File: src/rtl/pio_pkg.sv
package pio_pkg;
   localparam int unsigned PIO_ADDR_W = 2;

   typedef enum logic [PIO_ADDR_W-1:0] {
      PIO_REG_OUT  = 2'd0,
      PIO_REG_DIR  = 2'd1,
      PIO_REG_DRV  = 2'd2,
      PIO_REG_PINS = 2'd3
   } pio_reg_e;
endpackage

File: src/rtl/pio_sync.sv
module pio_sync #(
   parameter int unsigned WIDTH  = 8,
   parameter int unsigned STAGES = 2
) (
   input  logic             clk,
   input  logic             rst_n,
   input  logic [WIDTH-1:0] d,
   output logic [WIDTH-1:0] q
);
   generate
      if (STAGES < 1) begin : g_bad
         $error("pio_sync: STAGES must be at least 1");
      end
   endgenerate

   logic [WIDTH-1:0] stage [STAGES];

   generate
      for (genvar s = 0; s < STAGES; s++) begin : g_stage
         if (s == 0) begin : g_first
            always_ff @(posedge clk or negedge rst_n) begin
               if (!rst_n) stage[0] <= '0;
               else        stage[0] <= d;
            end
         end else begin : g_next
            always_ff @(posedge clk or negedge rst_n) begin
               if (!rst_n) stage[s] <= '0;
               else        stage[s] <= stage[s-1];
            end
         end
      end
   endgenerate

   assign q = stage[STAGES-1];
endmodule

File: src/rtl/pio_dir_mux.sv
module pio_dir_mux #(
   parameter int unsigned      WIDTH       = 8,
   parameter logic [WIDTH-1:0] PERIPH_MASK = 'hF0
) (
   input  logic             per_en,
   input  logic [WIDTH-1:0] per_dir,
   input  logic [WIDTH-1:0] dir_reg,
   output logic [WIDTH-1:0] oe
);
   logic [WIDTH-1:0] unused_dir;

   generate
      for (genvar i = 0; i < WIDTH; i++) begin : g_pin
         if (PERIPH_MASK[i]) begin : g_shared
            assign oe[i]         = per_en ? per_dir[i] : dir_reg[i];
            assign unused_dir[i] = 1'b0;
         end else begin : g_port
            assign oe[i]         = dir_reg[i];
            assign unused_dir[i] = per_dir[i];
         end
      end
   endgenerate
endmodule

File: src/rtl/pio_regs.sv
module pio_regs
   import pio_pkg::*;
#(
   parameter int unsigned      WIDTH   = 8,
   parameter logic [WIDTH-1:0] OUT_RST = '0,
   parameter logic [WIDTH-1:0] DIR_RST = '0,
   parameter logic [WIDTH-1:0] DRV_RST = '0
) (
   input  logic                  clk,
   input  logic                  rst_n,
   input  logic [PIO_ADDR_W-1:0] bus_addr,
   input  logic                  bus_wr,
   input  logic [WIDTH-1:0]      bus_wdata,
   output logic [WIDTH-1:0]      bus_rdata,
   input  logic [WIDTH-1:0]      oe,
   input  logic [WIDTH-1:0]      pins_sync,
   output logic [WIDTH-1:0]      out_q,
   output logic [WIDTH-1:0]      dir_q,
   output logic [WIDTH-1:0]      drv_q
);
   pio_reg_e sel;
   assign sel = pio_reg_e'(bus_addr);

   always_ff @(posedge clk or negedge rst_n) begin
      if (!rst_n) begin
         out_q <= OUT_RST;
         dir_q <= DIR_RST;
         drv_q <= DRV_RST;
      end else if (bus_wr) begin
         case (sel)
            PIO_REG_OUT: out_q <= bus_wdata;
            PIO_REG_DIR: dir_q <= bus_wdata;
            PIO_REG_DRV: drv_q <= bus_wdata;
            default:     ;
         endcase
      end
   end

   always_comb begin
      case (sel)
         PIO_REG_OUT: bus_rdata = (out_q & oe) | (pins_sync & ~oe);
         PIO_REG_DIR: bus_rdata = dir_q;
         PIO_REG_DRV: bus_rdata = drv_q;
         default:     bus_rdata = pins_sync;
      endcase
   end
endmodule

File: src/rtl/pio_port8.sv
module pio_port8
   import pio_pkg::*;
#(
   parameter int unsigned      WIDTH       = 8,
   parameter int unsigned      SYNC_STAGES = 2,
   parameter logic [WIDTH-1:0] PERIPH_MASK = 'hF0
) (
   input  logic                  clk,
   input  logic                  rst_n,
   input  logic [PIO_ADDR_W-1:0] bus_addr,
   input  logic                  bus_wr,
   input  logic [WIDTH-1:0]      bus_wdata,
   output logic [WIDTH-1:0]      bus_rdata,
   input  logic                  per_en,
   input  logic [WIDTH-1:0]      per_dir,
   input  logic [WIDTH-1:0]      pin_in,
   output logic [WIDTH-1:0]      pin_out,
   output logic [WIDTH-1:0]      pin_oe,
   output logic [WIDTH-1:0]      pin_weak
);
   generate
      if (WIDTH < 1 || WIDTH > 32) begin : g_bad_width
         $error("pio_port8: WIDTH must lie in 1..32");
      end
   endgenerate

   logic [WIDTH-1:0] pins_sync;
   logic [WIDTH-1:0] dir_q;
   logic [WIDTH-1:0] drv_q;

   pio_sync #(.WIDTH(WIDTH), .STAGES(SYNC_STAGES)) i_sync (
      .clk   (clk),
      .rst_n (rst_n),
      .d     (pin_in),
      .q     (pins_sync)
   );

   pio_dir_mux #(.WIDTH(WIDTH), .PERIPH_MASK(PERIPH_MASK)) i_mux (
      .per_en  (per_en),
      .per_dir (per_dir),
      .dir_reg (dir_q),
      .oe      (pin_oe)
   );

   pio_regs #(.WIDTH(WIDTH)) i_regs (
      .clk       (clk),
      .rst_n     (rst_n),
      .bus_addr  (bus_addr),
      .bus_wr    (bus_wr),
      .bus_wdata (bus_wdata),
      .bus_rdata (bus_rdata),
      .oe        (pin_oe),
      .pins_sync (pins_sync),
      .out_q     (pin_out),
      .dir_q     (dir_q),
      .drv_q     (drv_q)
   );

   assign pin_weak = drv_q & pin_oe;
endmodule

File: config.mk
export PLATFORM = sky130hd
export DESIGN_NAME = pio_port8
export DESIGN_NICKNAME = d
export VERILOG_FILES = /design/src/rtl/pio_pkg.sv /design/src/rtl/pio_sync.sv /design/src/rtl/pio_dir_mux.sv /design/src/rtl/pio_regs.sv /design/src/rtl/pio_port8.sv
export SDC_FILE = /design/constraint.sdc
export NUM_CORES = 1
export LEC_CHECK = 0
export BUFFER_PORTS_ARGS = -buffer_cell sky130_fd_sc_hd__buf_2
export CORE_MARGIN = 5
export CORE_UTILIZATION = 52
export DETAILED_ROUTE_END_ITERATION = 10
export MAX_ROUTING_LAYER = met4
export PLACE_DENSITY = 0.88
export SETUP_SLACK_MARGIN = 0.5
export SYNTH_ARGS = -nofsm -noshare
export SYNTH_HDL_FRONTEND = slang
export SYNTH_SLANG_ARGS = --single-unit
File: constraint.sdc
create_clock -name clk -period 3.6 [get_ports clk]
set_clock_uncertainty 0.15 [all_clocks]
set_input_delay 0.9 -clock clk [delete_from_list [all_inputs] [get_ports clk]]
set_output_delay 0.9 -clock clk [all_outputs]
set_load 0.01 [all_outputs]
==> out/metrics.yaml <==
logic_synthesis:
  seq_area_frac_synth_pct: 57.4
  synthCells: 124
  syn-cell-area_um2: 1740
  synth_warnings: 0
  ys_ff_latch: 40
  synth_nets: 154
  synth.distinct_cells: 16
  avgSynthCellArea_um2: 14.1
timing:
  rsz0062_at_grt: "true"
  drv_slew: 0
  final.period_utilization_pct: 89.1
  timing.final.ws_setup_ns: 0.391
  worst_pin_slew_ns: 0.845
  setup-tns-final_ns: 0
  hold_viol_final: 0
  max_freq_ghz: 0.312
  slew_headroom_pct: 43.7
  holdWs_ns: 0.208
  setup_violations: 0
  finalCriticalPeriod_ns: 3.21
critical_path:
  crit_end: "bus_rdata[4]"
  crit_arrival_ns: 2.16
  r2r_slack_ns: 2.60
  path_cells: "buf_12, mux2i_4, mux2_4, mux4_2, buf_6"
  crit_path_max_incr_delay_ns: 0.47
  rr_endpoint: "i_regs.dir_q[7]$_DFFE_PN0P_"
  crit_slowest_cell: "mux4_2"
  reg2regPathDepth: 1
  critical_path_class: "in -> out"
  r2r_start: "i_regs.dir_q[7]$_DFFE_PN0P_"
  cp-end-kind: "output port"
  startpoint: "per_en"
  start_kind: "input pin"
  cp.required_ns: 2.55
  crit_fanout: 4
hold_path:
  min_path_type: "reg -> reg"
final_layout:
  syn_to_final_growth_pct: 27.5
  final_cells: 229
  multiInputGateArea_um2: 723
  regArea_um2: 1000
  fin_nets: 213
  antenna-diode-count: 0
  drive_gt1_share_pct: 59.6
  final_cell_area_um2: 2220
  fill_cells: 249
  postLayoutCoreUtil_pct: 67.7
placed_design:
  io_buffer_count: 57
  place_hpwl_mm: 2.69
  gp_congestion: 0.705
  placed_area_um2: 2050
  post-place-ws_ns: 0.225
  place_inst: 218
routing:
  vias: 1187
  first_iter_violations: 65
  routed_via_density: 5.18
  wl_mm: 3.63
  drc: 0
  first_pass_iters: 4
  ant_nets: 0
  drt-wirelength-per-cell_um: 15.8
floorplan:
  num_rows: 21
  dieArea_um2: 4610
  start_util_pct: 53.1
  ios: 62
  die_height_um: 67.9
  dieWidth_um: 67.9
  fp.coreArea_um2: 3280
clock_network:
  clkTransAtPathRegs_ns: 0.11
  cts_buffers: 5
  cts_tree: "built"
  cts_sinks: 40
  cts_max_path_buffers: 2
  cts_root_buf: "clkbuf_4"
  clock_latency_ns: 0.33
  htreeDepth: 2
power_and_ir_drop:
  p_total_mw: 1.09
  peakVddDrop_mv: 0.275
  p_int_mw: 0.790
  pwr-share-seq_pct: 50.9
  pwr-share-clk_pct: 22.0
  leakage_nw: 1.06
  comb_power_share_pct: 27.1
  switching_share_pct: 27.8
  power_density_nw_per_um2: 493
  switching_power_mw: 0.304
global_routing:
  grt.overflow.total: 0
  grt_pass1_wl_mm: 5.80
  first_global_vias: 1199
  grt_max_degree: 41
  antenna_found_initial: 0
  grtUsageTotal_pct: 18.3
status:
  status: "finished, final reports clean"
run:
  drv_cap: 0
==> cell type report <==
cell class,instances,area share (%)
timing repair buffer,61,15.5
tap,46,2.59
sequential,40,45.0
multi-input combinational,67,32.5
clock buffer,7,2.93
inverter,8,1.35
==> state kept, by name, summed over array words and instances, names as in the netlist <==
name          flops
i_regs.out_q      8
i_regs.drv_q      8
i_sync.stage      8
i_regs.dir_q      8
i_sync.q          8
==> kinds of logic after synthesis <==
kind of cell / synth area share [%]
buffers and inverters: 4.81
and+or+nand+nor: 5.31
DFF: 57.4
muxes: 28.1
AOI/OAI and AO/OA: 4.31
==> worst max-delay path, delay by kind of cell <==
kind | cells | cell delay [ns]
multiplexers | 3 | 1.01
buffers and inverters | 2 | 0.25
==> synth_stat cells <==
library cell	count	area share (%)
mux2i_1	4	2.3
mux2_2	28	18
dfrtp_1	40	57
buf_4	5	2.2
nand3b_1	2	0.86
and2_1	4	1.4
mux4_2	4	5.2
inv_1	8	1.7
mux2_1	4	2.6
nand2_1	4	0.86
nor3b_2	1	0.72
o21ai_0	8	2.3
buf_2	1	0.29
nor2b_1	4	1.4
o31a_1	4	2.0
clkbuf_1	3	0.65
==> worst min-delay path by stage <==
stage | start | to | slack [ns] | cells past startpoint
after floorplan | i_sync.stage[8]$_DFF_PN0_ | i_sync.q[0]$_DFF_PN0_ | 0.18 | 0
final | i_sync.stage[12]$_DFF_PN0_ | i_sync.q[4]$_DFF_PN0_ | 0.21 | 0
after CTS | i_sync.stage[12]$_DFF_PN0_ | i_sync.q[4]$_DFF_PN0_ | 0.21 | 0
after detailed placement | i_sync.stage[12]$_DFF_PN0_ | i_sync.q[4]$_DFF_PN0_ | 0.19 | 0
after global placement | i_sync.stage[12]$_DFF_PN0_ | i_sync.q[4]$_DFF_PN0_ | 0.18 | 0
after global routing | i_sync.stage[14]$_DFF_PN0_ | i_sync.q[6]$_DFF_PN0_ | 0.22 | 0
==> power by group through the flow <==
| stage | logic (mW) | clock network (mW) | registers, mW |
|---|---|---|---|
| 6_report | 0.297 | 0.240 | 0.557 |
| 5_1_grt | 0.324 | 0.266 | 0.566 |
| 4_1_cts | 0.298 | 0.248 | 0.557 |
| 3_5_place_dp | 0.268 | 0 | 0.564 |
| 3_3_place_gp | 0.258 | 0 | 0.555 |
| 2_1_floorplan | 0.168 | 0 | 0.558 |
==> timing repair <==
action | 4_1_cts | 5_1_grt
gates resized for setup | 13 | 2
cloned | 0 | 0
setup endpoints to repair | 4 | 5
setup buffers | 4 | 0
hold buffers | 0 | 0
==> cells in the final DEF (no fill, tap or decap), types with 4 or more instances in the layout <==
master,Yosys,layout
and2_1,4,4
buf_2,1,53
buf_4,5,4
clkbuf_4,0,6
dfrtp_1,40,40
inv_1,8,8
mux2_2,28,28
mux2_4,0,4
mux2i_4,0,4
mux4_2,4,4
nand2_1,4,4
nor2b_1,4,4
o21ai_0,8,8
o31a_1,4,4
==> routing by layer <==
layer	GRT usage, %	share of wire (%)	vias to the layer above
met4	5.96	0.96	0
met3	5.58	6.7	4
met2	31.2	53	37
met5	-	0	-
met1	20.5	39	600
li1	-	-	546
Power figures use the tool's default switching activity.
